[src/rtl/mem_ecc_pkg.sv]
package mem_ecc_pkg;
  localparam int DATA_W    = 64;
  localparam int HAM_W     = 7;
  localparam int CHK_W     = HAM_W + 1;
  localparam int WORD_W    = DATA_W + CHK_W;
  localparam int LANES     = DATA_W / 8;
  localparam int POS_MAX   = DATA_W + HAM_W;
  localparam int BURST_LEN = 4;
  localparam int BEAT_W    = $clog2(BURST_LEN);
  localparam int REG_W     = 32;
  localparam int ST_SYN_LSB  = 8;
  localparam int ST_BEAT_LSB = 16;

  // control -> datapath strobes
  typedef struct packed {
    logic              genEn;
    logic              chkEn;
    logic [BEAT_W-1:0] beat;
  } ctl_strobe_t;

  // datapath -> control error event
  typedef struct packed {
    logic             err;
    logic             ce;
    logic             ue;
    logic [CHK_W-1:0] syn;
  } dp_event_t;

  // Hamming positions 1..POS_MAX; powers of two hold check bits, the rest hold data
  function automatic logic [HAM_W-1:0] hamParity(input logic [DATA_W-1:0] d);
    logic [HAM_W-1:0] acc;
    int idx;
    acc = '0;
    idx = 0;
    for (int pos = 1; pos <= POS_MAX; pos++) begin
      if ((pos & (pos - 1)) != 0) begin
        if (d[idx]) acc = acc ^ pos[HAM_W-1:0];
        idx++;
      end
    end
    return acc;
  endfunction

  // top check bit makes the whole 72-bit word even parity
  function automatic logic [CHK_W-1:0] eccEncode(input logic [DATA_W-1:0] d);
    logic [HAM_W-1:0] ham;
    ham = hamParity(d);
    return {^{d, ham}, ham};
  endfunction

  function automatic logic [DATA_W-1:0] eccCorrect(input logic [DATA_W-1:0] d,
                                                   input logic [HAM_W-1:0] s);
    logic [DATA_W-1:0] r;
    int idx;
    r = d;
    idx = 0;
    for (int pos = 1; pos <= POS_MAX; pos++) begin
      if ((pos & (pos - 1)) != 0) begin
        if (pos == int'(s)) r[idx] = ~r[idx];
        idx++;
      end
    end
    return r;
  endfunction
endpackage

[src/rtl/mem_ecc_dp.sv]
module mem_ecc_dp
  import mem_ecc_pkg::*;
(
  input  logic              clk,
  input  logic              rstN,
  input  ctl_strobe_t       ctl,
  input  logic [DATA_W-1:0] wrData,
  output logic [CHK_W-1:0]  wrCheck,
  input  logic              rdValidIn,
  input  logic [WORD_W-1:0] rdWordIn,
  output dp_event_t         evt,
  output logic              rdValid,
  output logic [DATA_W-1:0] rdData,
  output logic [BEAT_W-1:0] rdBeat,
  output logic              rdCe,
  output logic              rdUe
);
  logic [DATA_W-1:0] rxData;
  logic [DATA_W-1:0] fixedData;
  logic [HAM_W-1:0]  synHam;
  logic              oddPar;
  logic              posOk;
  logic              isCe;
  logic              isUe;

  assign wrCheck = ctl.genEn ? eccEncode(wrData) : '0;

  always_comb begin
    rxData    = rdWordIn[WORD_W-1:CHK_W];
    synHam    = hamParity(rxData) ^ rdWordIn[HAM_W-1:0];
    oddPar    = ^rdWordIn;
    posOk     = (int'(synHam) <= POS_MAX);
    isCe      = oddPar && posOk;
    isUe      = (!oddPar && (synHam != '0)) || (oddPar && !posOk);
    fixedData = eccCorrect(rxData, synHam);
    evt.err   = rdValidIn && ctl.chkEn && (isCe || isUe);
    evt.ce    = isCe;
    evt.ue    = isUe;
    evt.syn   = {oddPar, synHam};
  end

  always_ff @(posedge clk) begin
    if (!rstN) begin
      rdValid <= 1'b0;
      rdData  <= '0;
      rdBeat  <= '0;
      rdCe    <= 1'b0;
      rdUe    <= 1'b0;
    end else begin
      rdValid <= rdValidIn;
      rdBeat  <= ctl.beat;
      rdData  <= (ctl.chkEn && isCe) ? fixedData : rxData;
      rdCe    <= rdValidIn && ctl.chkEn && isCe;
      rdUe    <= rdValidIn && ctl.chkEn && isUe;
    end
  end


  flag_exclusive_chk: assert property (@(posedge clk) disable iff (!rstN)
    !(rdCe && rdUe));


  flags_need_ecc_chk: assert property (@(posedge clk) disable iff (!rstN)
    !ctl.chkEn |=> (!rdCe && !rdUe));


  ce_one_bit_chk: assert property (@(posedge clk) disable iff (!rstN)
    (rdValidIn && ctl.chkEn && isCe) |=> ($countones(rdData ^ $past(rxData)) <= 1));
endmodule

[src/rtl/mem_ecc_ctrl.sv]
module mem_ecc_ctrl
  import mem_ecc_pkg::*;
(
  input  logic             clk,
  input  logic             rstN,
  input  logic             cpuWrEn,
  input  logic [LANES-1:0] cpuWrBe,
  input  logic             rdValidIn,
  input  logic             rdStartIn,
  input  logic             regWrEn,
  input  logic             regAddr,
  input  logic [REG_W-1:0] regWrData,
  input  dp_event_t        evt,
  output ctl_strobe_t      ctl,
  output logic             memChkWe,
  output logic [REG_W-1:0] regRdData,
  output logic             mcIrq
);
  logic              eccEn;
  logic              mcEn;
  logic [BEAT_W-1:0] beatCnt;
  logic [BEAT_W-1:0] curBeat;
  logic              stCe, stUe, stLogged;
  logic [CHK_W-1:0]  stSyn;
  logic [BEAT_W-1:0] stBeat;
  logic              nCe, nUe, nLog;
  logic [CHK_W-1:0]  nSyn;
  logic [BEAT_W-1:0] nBeat;
  logic              clr;
  logic              cfgWr;

  assign curBeat   = rdStartIn ? '0 : beatCnt;
  assign ctl.genEn = eccEn;
  assign ctl.chkEn = eccEn;
  assign ctl.beat  = curBeat;
  assign memChkWe  = cpuWrEn && eccEn && (&cpuWrBe);
  assign cfgWr     = regWrEn && !regAddr;
  assign clr       = regWrEn && regAddr && (regWrData == '1);
  assign mcIrq     = stUe && mcEn;

  always_comb begin
    nCe = stCe; nUe = stUe; nSyn = stSyn; nBeat = stBeat; nLog = stLogged;
    if (clr) begin
      nCe = 1'b0; nUe = 1'b0; nSyn = '0; nBeat = '0; nLog = 1'b0;
    end
    if (evt.err) begin
      nCe = nCe | evt.ce;
      nUe = nUe | evt.ue;
      if (!nLog) begin
        nSyn  = evt.syn;
        nBeat = curBeat;
        nLog  = 1'b1;
      end
    end
  end

  always_ff @(posedge clk) begin
    if (!rstN) begin
      eccEn <= 1'b0; mcEn <= 1'b0; beatCnt <= '0;
      stCe <= 1'b0; stUe <= 1'b0; stSyn <= '0; stBeat <= '0; stLogged <= 1'b0;
    end else begin
      if (cfgWr) begin
        eccEn <= regWrData[0];
        mcEn  <= regWrData[1];
      end
      if (rdValidIn) beatCnt <= curBeat + BEAT_W'(1);
      stCe <= nCe; stUe <= nUe; stSyn <= nSyn; stBeat <= nBeat; stLogged <= nLog;
    end
  end

  always_comb begin
    regRdData = '0;
    if (!regAddr) begin
      regRdData[0] = eccEn;
      regRdData[1] = mcEn;
    end else begin
      regRdData[0] = stCe;
      regRdData[1] = stUe;
      regRdData[ST_SYN_LSB +: CHK_W]   = stSyn;
      regRdData[ST_BEAT_LSB +: BEAT_W] = stBeat;
    end
  end


  ue_raises_irq_chk: assert property (@(posedge clk) disable iff (!rstN)
    (evt.err && evt.ue && mcEn && !cfgWr) |=> mcIrq);


  first_capture_hold_chk: assert property (@(posedge clk) disable iff (!rstN)
    (stLogged && !clr) |=> ($stable(stSyn) && $stable(stBeat)));


  status_clear_chk: assert property (@(posedge clk) disable iff (!rstN)
    (clr && !evt.err) |=> (!stCe && !stUe && stSyn == '0));


  beat_restart_chk: assert property (@(posedge clk) disable iff (!rstN)
    (rdValidIn && rdStartIn) |=> (beatCnt == BEAT_W'(1)));
endmodule

[src/rtl/mem_ecc_top.sv]
module mem_ecc_top
  import mem_ecc_pkg::*;
(
  input  logic              clk,
  input  logic              rstN,
  input  logic              cpuWrEn,
  input  logic [DATA_W-1:0] cpuWrData,
  input  logic [LANES-1:0]  cpuWrBe,
  output logic              memWrEn,
  output logic [WORD_W-1:0] memWrWord,
  output logic [LANES-1:0]  memWrBe,
  output logic              memChkWe,
  input  logic              memRdValid,
  input  logic              memRdStart,
  input  logic [WORD_W-1:0] memRdWord,
  output logic              cpuRdValid,
  output logic [DATA_W-1:0] cpuRdData,
  output logic [BEAT_W-1:0] cpuRdBeat,
  output logic              cpuRdCe,
  output logic              cpuRdUe,
  input  logic              regWrEn,
  input  logic              regAddr,
  input  logic [REG_W-1:0]  regWrData,
  output logic [REG_W-1:0]  regRdData,
  output logic              mcIrq
);
  ctl_strobe_t      ctl;
  dp_event_t        evt;
  logic [CHK_W-1:0] wrCheck;

  assign memWrEn   = cpuWrEn;
  assign memWrBe   = cpuWrBe;
  assign memWrWord = {cpuWrData, wrCheck};

  mem_ecc_ctrl ctrl_i (
    .clk(clk), .rstN(rstN), .cpuWrEn(cpuWrEn), .cpuWrBe(cpuWrBe),
    .rdValidIn(memRdValid), .rdStartIn(memRdStart),
    .regWrEn(regWrEn), .regAddr(regAddr), .regWrData(regWrData),
    .evt(evt), .ctl(ctl), .memChkWe(memChkWe), .regRdData(regRdData), .mcIrq(mcIrq)
  );

  mem_ecc_dp dp_i (
    .clk(clk), .rstN(rstN), .ctl(ctl), .wrData(cpuWrData), .wrCheck(wrCheck),
    .rdValidIn(memRdValid), .rdWordIn(memRdWord), .evt(evt),
    .rdValid(cpuRdValid), .rdData(cpuRdData), .rdBeat(cpuRdBeat),
    .rdCe(cpuRdCe), .rdUe(cpuRdUe)
  );
endmodule

[config.mk]
export PLATFORM = sky130hd
export DESIGN_NAME = mem_ecc_top
export DESIGN_NICKNAME = d
export VERILOG_FILES = /design/src/rtl/mem_ecc_pkg.sv /design/src/rtl/mem_ecc_dp.sv /design/src/rtl/mem_ecc_ctrl.sv /design/src/rtl/mem_ecc_top.sv
export SDC_FILE = /design/constraint.sdc
export NUM_CORES = 1
export LEC_CHECK = 0
export BUFFER_PORTS_ARGS = -buffer_cell sky130_fd_sc_hd__buf_2
export CAP_MARGIN = 20
export CORE_MARGIN = 10
export CORE_UTILIZATION = 40
export DETAILED_ROUTE_END_ITERATION = 7
export PLACE_DENSITY = 0.71
export SYNTH_ARGS = -nofsm -noshare
export SYNTH_HDL_FRONTEND = slang
export SYNTH_HIERARCHICAL = 1
export SYNTH_SLANG_ARGS = --single-unit
[constraint.sdc]
create_clock -name clk -period 4.6 [get_ports clk]
set_input_delay 0.46 -clock clk [delete_from_list [all_inputs] [get_ports clk]]
set_output_delay 0.46 -clock clk [all_outputs]
set_load 0.02 [all_outputs]
Word-level counts from Yosys, hierarchy flattened
Index checks and enable logic that the tools add are counted.
{ "word_totals": {"n_memories": 0, "word_cells": 505, "inputBits": 183, "ramBits": 0, "ff_bits": 86, "latch_bits": 0, "rom_bits": 0} }
{ "op_classes": {"n_addsub": 1, "n_bitwise": 193, "n_shift": 0, "n_eq_ne": 65, "n_mul": 0, "n_reduce_logical": 23, "muxes": 209, "n_lt_le_gt_ge": 1, "div": 0} }
{ "ops": {"columns": ["cell", "n"], "rows": [
  ["two-way mux 6 bit", 63],
  ["equality test 7 bit (first input constant)", 38],
  ["two-way mux 5 bit", 31],
  ["NOT 3 bit", 46],
  ["two-way mux 64 bit", 2],
  ["NOT 4 bit", 32],
  ["equality test 6 x 7 -> 1 bit (first input constant)", 15],
  ["two-way mux 7 bit", 15],
  ["XOR reduction 72 bit", 1],
  ["XOR reduction 71 bit", 1],
  ["NOT 2 bit", 34],
  ["NOT 1 bit", 64],
  ["two-way mux 63 bit", 1],
  ["two-way mux 62 bit", 1],
  ["two-way mux 61 bit", 1],
  ["two-way mux 4 bit", 15],
  ["two-way mux 60 bit", 1],
  ["NOT 5 bit", 12],
  ["two-way mux 59 bit", 1],
  ["two-way mux 58 bit", 1],
  ["two-way mux 57 bit", 1],
  ["two-way mux 56 bit", 1],
  ["two-way mux 55 bit", 1],
  ["two-way mux 54 bit", 1],
  ["other kinds (63)", 113]
]} }

Longest topological paths before layout
Gate-level depths: netlist of run 1.
{ "depth": {"word_depth": 194, "depth_mapped": 14, "depth_no_buf": 11} }

Hierarchy
The synthesis of run 1 kept the hierarchy.
{ "by_module_without_submodules": {"columns": ["mod", "instances", "cells_each", "area_per_inst_um2"], "rows": [
  ["mem_ecc_dp", 1, 607, 5788.1],
  ["mem_ecc_ctrl", 1, 117, 1036.0],
  ["mem_ecc_top", 1, 73, 548.0]
]} }

Worst setup path after synthesis of run 1
OpenSTA, ideal clock, no wires.
{ "synth_timing": {"kind": "input-to-reg", "startpoint": "in memRdWord[48]", "endpoint": "reg ctrl_i.stBeat[0]", "cell_stages": 13, "required_time_ps": 4483, "path_buffers": 3, "path_slack_ps": 981, "arrival_ps": 3502, "setup_time_ps": 117, "path_cell_list": "xnor2_1 > xnor3_1 > xor3_1 > xnor3_2 > nand2b_1 > clkbuf_1 > clkbuf_1 > nor4_1 > a21oi_1 > nand2b_1 > and3_4 > buf_6 > a22o_1"} }
{ "synth_lines": {"columns": ["element", "line", "rtl"], "rows": [
  ["from (decl)", "mem_ecc_top.sv:15", "input logic [WORD_W-1:0] memRdWord,"],
  ["to (signal assigned)", "mem_ecc_ctrl.sv:67", "stCe <= nCe; stUe <= nUe; stSyn <= nSyn; stBeat <= nBeat; stLogged <= nLog;"],
  ["to (decl)", "mem_ecc_ctrl.sv:25", "logic [BEAT_W-1:0] stBeat;"]
]} }

==> results of run 1 <==
-- placed cells by master (no fill, tap or decap), drive strengths merged, types with 5 or more instances in the layout --
cell,count
or3,33
a21oi,67
xor2,45
conb,20
o31ai,33
buf,354
nand2,15
nor3,10
inv,5
nand4,20
dfxtp,86
and2,23
nor2,7
or4,33
xnor2,169
a22o,10
xnor3,34
and3,6
o21ai,37
clkbuf,11
nor2b,5
-- final timing paths --
path / start / to / slack (ns) / cells past startpoint
max: memRdWord[38] / ctrl_i/stSyn[4] / 0.86 / 12
min: memRdWord[30] / dp_i/rdData[22] / 0.39 / 3
max reg2reg: ctrl_i/eccEn / dp_i/rdData[11] / 2.33 / 5
min reg2reg: ctrl_i/stBeat[1] / ctrl_i/stBeat[1] / 0.47 / 1
-- report_power, final --
part | switching (W) | internal, W
Sequential | 0.0000184 | 0.000791
Clock | 0.000308 | 0.000533
Combinational | 0.00200 | 0.00124
Total | 0.00232 | 0.00256
-- cells by family (layout without fill, tap and decap cells) --
kind of cell           count (synthesis)  after routing  synth area share, %
XOR/XNOR                             250            250                 36.9
other                                  1             21               0.0509
buffers and inverters                133            375                 11.9
AO/OA/AOI/OAI                        157            157                 12.9
flip-flops                            86             86                 23.4
multiplexers                           4              4                0.577
AND/OR/NAND/NOR                      166            166                 14.3
-- registers in the layout, indices dropped and copies added, names as in the netlist --
name,cells
dp_i/rdUe,1
ctrl_i/eccEn,1
ctrl_i/stCe,1
ctrl_i/mcEn,1
ctrl_i/stSyn,8
dp_i/rdData,64
ctrl_i/stUe,1
ctrl_i/stBeat,2
ctrl_i/stLogged,1
ctrl_i/beatCnt,2
dp_i/rdBeat,2
dp_i/rdValid,1
dp_i/rdCe,1
-- per-layer routing --
layer / vias to the layer above / wire [um] / global-route usage (%)
met3: 22 / 2020 / 5.16
met4: 4 / 278 / 4.63
met2: 286 / 12900 / 34.0
met5: - / 31 / 0
li1: 3215 / - / -
met1: 3162 / 11800 / 27.1
-- per-stage QoR --
step	area [um2]	utilization, %
2_1_floorplan	7440	-
3_3_place_gp	8650	48.0
3_5_place_dp	8650	48.0
4_1_cts	8990	49.9
5_1_grt	9010	50.0
6_report	9020	50.0
-- worst max-delay path: stages --
cell and delay [ns]:
buf_2 0.13, xor2_1 0.33, xnor3_1 0.53, xor2_1 0.19, xnor2_1 0.17, xor2_1 0.54
nand2_1 0.34, nor4_1 0.55, a21oi_1 0.24, nand2_1 0.17, a21oi_4 0.08, a22o_1 0.25
-- layout make-up --
| class | count | area, um2 | area share, % |
|---|---|---|---|
| multi-input combinational | 597 | 4840 | 53.7 |
| timing repair buffer | 354 | 1800 | 20.0 |
| sequential | 86 | 1720 | 19.1 |
| tap | 229 | 287 | 3.18 |
| clock buffer | 11 | 233 | 2.58 |
| clock inverter | 5 | 108 | 1.19 |
| inverter | 5 | 18.8 | 0.208 |
| antenna | 1 | 2.50 | 0.0278 |
==> flow_summary_export.csv, run 1 <==
group,metric,value,unit
die,core_area,18000,um2
logic_synthesis,synthCells,797,
global_route,grt_usage,20.8,%
logic_synthesis,synth.most_common_cell,"xnor2_1",
cells_and_area,nets,1236,
power,total_power,0.00488,W
die,core.rowCount,49,
timing,setup_tns,0,ns
die,start_util,40.9,%
power,power_density,542,nW/um2
clock_tree,cts-resized-gates,0,
drt,wl_per_cell,21.0,um
logic_synthesis,synth_top_cell_area_share,23.4,%
timing,finalCriticalPeriod,3.74,ns
logic_synthesis,synth_edf_count,0,
drt,vias_per_cell,5.19,
timing,tightest_slew,0.973,ns
timing,whs,0.387,ns
power,irDropWorstVdd,420,uV
hold_path,hold_class,"in -> reg",
place,port_buffers,346,
run_status,status,"complete, no violations",
clock_tree,cts_root_buf,"clkbuf_16",
timing,clock_skew,0.0112,ns
logic_synthesis,synth_area_leaders,"dfxtp_1, xnor2_1, buf_4",
cells_and_area,area_growth,22.3,%
place,dpl_worst_slack,0.587,ns
critical_path,worstSetupPathType,"in -> reg",
logic_synthesis,synth_ff_type,"dfxtp_1",
logic_synthesis,synth_cell_types,47,
logic_synthesis,synth_area_leader_cell,"dfxtp_1",
clock_tree,numCtsBuffers,9,
critical_path,path_max_fanout,10,
logic_synthesis,seq_area_frac_synth,23.4,%
critical_path,worstPathArrival,3.99,ns
critical_path,cp-end-kind,"flip-flop",
drt,routed_wl,27000,um
timing,clock.fmax,0.267,GHz
cells_and_area,drive_gt1_share,36.6,%
timing,min_period_over_period,81.4,%
place,hpwl,22300,um
critical_path,critPathLaunchType,"input port",
drt,drt-pass1-iter-count,5,
timing,hold_violations,0,
drt,vias,6689,
cells_and_area,finalNonFillerCells,1288,
die,io_pins,367,
clock_tree,cts_buffer_depth,2,
die,fp.dieArea,24300,um2
clock_tree,clk_latency,0.35,ns
clock_tree,cts_hold_buf,0,
clock_tree,clock_sinks,86,
critical_path,crit_required,4.84,ns
place,dp_cells,1270,
timing,relSlewSlack,34.9,%
timing,setup_viol,0,
global_route,overflow,0,
global_route,grt_max_degree,65,
logic_synthesis,yosys_warnings,6,
power,p_leak,4.06,nW
timing,worst_slack,0.858,ns
global_route,grt_pass1_wl,39700,um
drt,ant_nets,0,
drt,drc,0,
logic_synthesis,yosys-top-cells-count,"xnor2_1, buf_4, dfxtp_1",
clock_tree,post_cts.repair.setup_buffers,0,
timing,rsz0062_at_grt,"false",
die,die_x,156,um
place,globalplace.congestion,0.924,
logic_synthesis,ys_async_sr_fraction,0,%
clock_tree,cts_tree,"done",
logic_synthesis,synth-seq-cells,86,
logic_synthesis,synth_area,7370,um2
die,fp.dieH,156,um
drt,drtIter0Drc,436,
cells_and_area,n_fill_cell,1715,
timing,final-max-slew-violation-count,0,
clock_tree,cts.clk_slew.worst_paths,0.06,ns
clock_tree,cts-htree-levels,3,
global_route,antenna_found_initial,2,
logic_synthesis,syn_area_per_cell,9.25,um2
global_route,grt_pass1_vias,6676,
job,max-cap-violations,0,
Note: power is estimated with default switching activity, not from simulation.
==> run 2, diff against run 1 <==
--- a/config.mk
+++ b/config.mk
@@ -10,7 +10,7 @@
 export CORE_MARGIN = 10
 export CORE_UTILIZATION = 40
 export DETAILED_ROUTE_END_ITERATION = 7
-export PLACE_DENSITY = 0.71
+export PLACE_DENSITY = 0.74
 export SYNTH_ARGS = -nofsm -noshare
 export SYNTH_HDL_FRONTEND = slang
 export SYNTH_HIERARCHICAL = 1
==> constraint.sdc (replaced) <==
create_clock -name clk -period 3.1 [get_ports clk]
set_input_delay 0.31 -clock clk [delete_from_list [all_inputs] [get_ports clk]]
set_output_delay 0.31 -clock clk [all_outputs]
set_load 0.02 [all_outputs]
==> flow_summary_export.csv, run 2 (same netlist as run 1, synthesis figures left out) <==
group,metric,value,unit
global_route,grt_usage,21.5,%
critical_path,ff2ff_setup_slack,1.06,ns
cells_and_area,drive_gt1_share,44.3,%
drt,drc,0,
critical_path,crit_required,2.79,ns
cells_and_area,n_fill_cell,1611,
clock_tree,cts_hold_buf,0,
cells_and_area,design_area,9980,um2
drt,wl_per_cell,20.0,um
timing,setup_tns,0,ns
drt,ant_nets,0,
clock_tree,cts.clk_slew.worst_paths,0.07,ns
global_route,overflow,0,
cells_and_area,area_growth,35.4,%
place,place_area,9510,um2
clock_tree,cts_buffer_depth,2,
power,power_density,855,nW/um2
critical_path,path_max_fanout,3,
die,io_pins,367,
cells_and_area,multi_input_area,5000,um2
drt,vias,7148,
die,core.rowCount,49,
timing,setup_viol,0,
clock_tree,clock_sinks,86,
clock_tree,clk_latency,0.35,ns
clock_tree,cts_tree,"done",
cells_and_area,seq_area,1720,um2
cells_and_area,nets,1343,
global_route,grt_pass1_vias,7340,
clock_tree,numCtsBuffers,9,
critical_path,worstPathArrival,2.70,ns
drt,drt-pass1-iter-count,5,
die,fp.dieH,156,um
global_route,grt_pass1_wl,41500,um
timing,clock_skew,0.00407,ns
critical_path,critPathLaunchType,"input port",
die,fp.dieArea,24300,um2
critical_path,worstSetupPathType,"in -> out",
clock_tree,cts_root_buf,"clkbuf_16",
timing,finalCriticalPeriod,3.01,ns
critical_path,cp-end-kind,"output port",
die,die_x,156,um
die,start_util,40.9,%
die,core_area,18000,um2
hold_path,hold_class,"in -> reg",
cells_and_area,final_common_cell,"buf_2",
place,dpl_worst_slack,-0.310,ns
critical_path,r2r-start,"ctrl_i/eccEn",
global_route,grt_max_degree,31,
job,max-cap-violations,0,
critical_path,crit_start,"cpuWrData[36]",
power,irDropWorstVdd,741,uV
global_route,antenna_found_initial,3,
cells_and_area,largest-register,"dp_i/rdData",
clock_tree,cts-htree-levels,3,
timing,relSlewSlack,58.1,%
timing,hold_violations,0,
place,hpwl,23100,um
timing,final-max-slew-violation-count,0,
timing,min_period_over_period,97.2,%
drt,vias_per_cell,5.12,
hold_path,min_from,"memRdWord[49]",
drt,routed_wl,27900,um
cells_and_area,layout_common_cells,"buf_2, xnor2_1, buf_4",
place,globalplace.congestion,0.913,
drt,drtIter0Drc,468,
timing,worst_slack,0.0856,ns
run_status,status,"complete, no violations",
cells_and_area,largest_reg_flops,64,
timing,tightest_slew,0.628,ns
place,port_buffers,346,
timing,rsz0062_at_grt,"false",
timing,clock.fmax,0.332,GHz
power,p_leak,4.64,nW
cells_and_area,top_regs,"dp_i/rdData: 64 flops, ctrl_i/stSyn: 8 flops",
-- run 2: per-layer routing --
metal / vias up / GRT usage (%) / routed length, um
li1: 3427 / - / -
met1: 3351 / 27.9 / 11700
met2: 331 / 34.4 / 13100
met3: 37 / 5.87 / 2500
met4: 2 / 5.70 / 496
met5: - / 0 / 7
-- run 2: area by class of cell --
cell class | count | area share (%)
antenna | 2 | 0.0501
clock buffer | 10 | 2.39
clock inverter | 5 | 0.840
inverter | 5 | 0.188
multi-input combinational | 598 | 50.1
sequential | 86 | 17.2
tap | 229 | 2.87
timing repair buffer | 460 | 26.3
-- run 2: path summary, 6_finish.rpt --
| check | to | depth (start not counted) |
|---|---|---|
| worst min-delay path | dp_i/rdData[41] | 3 |
| worst min register to register | ctrl_i/stSyn[3] | 1 |
| worst max register to register | dp_i/rdData[22] | 5 |
| worst max-delay path | memWrWord[7] | 10 |
-- run 2: per-stage QoR --
stage	hold slack, ns	utilization [%]	cells	total power, W
detailed placement	0.454	52.8	1376	0.00717
CTS	0.235	54.7	1391	0.00841
global route	0.254	55.4	1394	0.00900
finish	0.241	55.4	1395	0.00854
floorplan	0.432	-	816	0.00495
global placement	0.448	52.8	1376	0.00706
-- run 2: power breakdown --
part	internal, W	switching, W
Clock	0.000725	0.000472
Sequential	0.00117	0.0000233
Combinational	0.00285	0.00329
-- run 2: worst max-delay path: stages --
cell     delay, ns
buf_2         0.13
xnor2_2       0.16
xnor2_1       0.27
xnor2_1       0.18
xnor3_1       0.45
xnor2_1       0.24
xor2_1        0.23
xnor3_1       0.41
and2_1        0.16
buf_2         0.16
-- run 2: what timing repair did --
item                                    CTS  global route
pin swaps                                 3             6
endpoints found under the setup margin    1            16
cloned                                    0             1
gates resized for setup                   2            17
setup buffers                             0             1
==> run 3, diff against run 2 <==
--- a/config.mk
+++ b/config.mk
@@ -5,12 +5,13 @@
 export SDC_FILE = /design/constraint.sdc
 export NUM_CORES = 1
 export LEC_CHECK = 0
+export ABC_AREA = 1
 export BUFFER_PORTS_ARGS = -buffer_cell sky130_fd_sc_hd__buf_2
 export CAP_MARGIN = 20
 export CORE_MARGIN = 10
 export CORE_UTILIZATION = 40
 export DETAILED_ROUTE_END_ITERATION = 7
-export PLACE_DENSITY = 0.74
+export PLACE_DENSITY = 0.69
 export SYNTH_ARGS = -nofsm -noshare
 export SYNTH_HDL_FRONTEND = slang
 export SYNTH_HIERARCHICAL = 1
==> flow_summary_export.csv, run 3 <==
group,metric,value,unit
clock_tree,numCtsBuffers,9,
job,max-cap-violations,0,
die,fp.dieArea,33300,um2
critical_path,r2r-start,"ctrl_i/eccEn",
cells_and_area,nets,2394,
critical_path,worstPathArrival,2.53,ns
cells_and_area,largest_reg_flops,64,
timing,final-max-slew-violation-count,0,
run_status,status,"complete, no violations",
clock_tree,cts-htree-levels,3,
drt,drt-pass1-iter-count,5,
logic_synthesis,synth_area_leaders,"nand2_1, dfxtp_1, nand3_1",
global_route,grt_pass1_wl,59800,um
cells_and_area,drive_gt1_share,19.6,%
place,hpwl,33200,um
logic_synthesis,synth_area_leader_cell,"nand2_1",
power,irDropWorstVdd,324,uV
drt,wl_per_cell,15.2,um
clock_tree,cts_hold_buf,0,
logic_synthesis,synth_top_cell_area_share,31.0,%
clock_tree,clock_sinks,86,
power,internal-power,0.00286,W
timing,finalCriticalPeriod,2.84,ns
hold_path,holdPathStages,2,
power,p_leak,7.70,nW
clock_tree,cts-resized-gates,0,
logic_synthesis,synth_ff_type,"dfxtp_1",
clock_tree,clk_latency,0.34,ns
timing,clock_skew,0.00772,ns
drt,vias_per_cell,4.78,
timing,rsz0062_at_grt,"false",
global_route,grt_max_degree,42,
drt,ant_nets,0,
die,start_util,40.6,%
timing,tightest_slew,0.754,ns
hold_path,hold_class,"in -> reg",
die,fp.dieH,183,um
timing,hold_violations,0,
drt,drtIter0Drc,881,
hold_path,min_from,"memRdValid",
hold_path,hold_end,"ctrl_i/beatCnt[0]",
logic_synthesis,yosys-top-cells-count,"nand2_1, inv_1, nand3_1",
place,port_buffers,346,
cells_and_area,area_growth,17.0,%
cells_and_area,layout_common_cells,"nand2_1, buf_2, inv_1",
clock_tree,cts_root_buf,"clkbuf_16",
logic_synthesis,synth_area,10600,um2
die,core.rowCount,59,
logic_synthesis,synth_edf_count,0,
critical_path,path_max_fanout,4,
timing,setup_tns,0,ns
drt,routed_wl,38700,um
logic_synthesis,synthCells,1954,
die,core_area,26100,um2
clock_tree,cts_tree,"done",
power,power_density,439,nW/um2
cells_and_area,top_regs,"dp_i/rdData: 64 flops, ctrl_i/stSyn: 8 flops",
logic_synthesis,yosys_warnings,6,
global_route,grt_usage,22.0,%
timing,setup_viol,0,
clock_tree,post_cts.repair.setup_buffers,0,
critical_path,cp-end-kind,"output port",
cells_and_area,largest-register,"dp_i/rdData",
timing,min_period_over_period,91.6,%
clock_tree,cts.clk_slew.worst_paths,0.07,ns
die,die_x,183,um
critical_path,worstSetupPathType,"in -> out",
global_route,grt_pass1_vias,11463,
critical_path,rr_worst_depth,6,
die,io_pins,367,
power,clkPwrFrac,22.1,%
critical_path,r2r-end,"dp_i/rdData[0]",
power,p_sw_share,47.2,%
timing,clock.fmax,0.352,GHz
power,total_power,0.00542,W
power,p_comb_share,56.0,%
global_route,overflow,0,
logic_synthesis,ys_async_sr_fraction,0,%
drt,vias,12203,
critical_path,crit_required,2.79,ns
logic_synthesis,syn_area_per_cell,5.41,um2
global_route,antenna_found_initial,6,
cells_and_area,final_common_cell,"nand2_1",
power,switchingPower,0.00256,W
critical_path,ff2ff_setup_slack,1.51,ns
logic_synthesis,seq_area_frac_synth,16.3,%
timing,relSlewSlack,49.7,%
logic_synthesis,synth-seq-cells,86,
power,p_seq_share,21.9,%
critical_path,critPathLaunchType,"input port",
drt,drc,0,
logic_synthesis,synth.most_common_cell,"nand2_1",
logic_synthesis,synth_cell_types,32,
place,globalplace.congestion,0.982,
clock_tree,cts_buffer_depth,2,
[run 3: cell types whose count changed after synthesis, moves of 32 or more]
cell     change
xnor3_1     -32
nor2_1     +132
inv_1      +214
or3_1       -32
nand2_1    +859
nand3_1    +166
or4_1       -33
o31ai_1     -33
xnor2_1     -78
[run 3: power groups by stage]
stage	logic, W	clock network [W]	registers, W
2_1_floorplan	0.00207	0	0.00127
3_3_place_gp	0.00296	0	0.00121
4_1_cts	0.00302	0.00123	0.00119
5_1_grt	0.00339	0.00127	0.00119
6_report	0.00304	0.00120	0.00119
3_5_place_dp	0.00300	0	0.00121
[run 3: metrics by stage]
| stage | utilization [%] | area [um2] | hold WS, ns | setup slack, ns | instances |
|---|---|---|---|---|---|
| 4_1_cts | 47.4 | 12400 | 0.209 | 0.300 | 2551 |
| 6_report | 47.4 | 12400 | 0.226 | 0.261 | 2552 |
| 2_1_floorplan | - | 10600 | 0.399 | 0.629 | 1973 |
| 3_5_place_dp | 46.2 | 12000 | 0.462 | 0.0879 | 2535 |
| 3_3_place_gp | 46.2 | 12000 | 0.456 | 0.165 | 2535 |
| 5_1_grt | 47.4 | 12400 | 0.234 | 0.00127 | 2551 |
[run 3: kinds of logic after synthesis]
logic type             Yosys count  share of synthesized area [%]
AND/OR/NAND/NOR               1242                           48.4
flip-flops                      86                           16.3
AO/OA/AOI/OAI                   82                           3.91
XOR/XNOR                       161                           13.3
other                            1                         0.0355
buffers and inverters          382                           18.0
[run 3: critical path, cell delays in order]
cell	delay (ns)
buf_2	0.14
inv_1	0.06
nand2_1	0.05
nand2_1	0.10
inv_1	0.05
nand2_1	0.07
nand2_1	0.10
xnor2_1	0.46
nand3_1	0.16
nand3_1	0.11
nand3_1	0.10
nand2_1	0.08
nand2_1	0.05
nand2_1	0.10
nand3_1	0.11
nand3_1	0.10
nand2_1	0.05
nor2_1	0.14
buf_2	0.20
[run 3: final cells by class]
type                    instances  area, um2
diodes                          1       2.50
clock buffers                   9        225
clock inverters                 7        103
fillers                      2848      13700
inverters                     234        878
multi-input cells            1505       7020
flip-flops and latches         86       1720
well taps                     335        419
repair buffers                375       2000
[run 3: metal layers]
metal	GRT usage [%]	wire length, um
met1	26.7	16800
met2	37.9	17800
met3	5.70	3110
met4	5.27	980
met5	0	57
[run 3: worst max path at each step]
stage / startpoint / cells after the start / end
global placement: memRdWord[25] / 24 / ctrl_i/stSyn[5]
detailed placement: memRdWord[64] / 24 / ctrl_i/stBeat[0]
global route: cpuWrData[25] / 24 / memWrWord[7]
floorplan: cpuWrData[10] / 19 / memWrWord[7]
CTS: cpuWrData[56] / 19 / memWrWord[7]
finish: cpuWrData[56] / 19 / memWrWord[7]
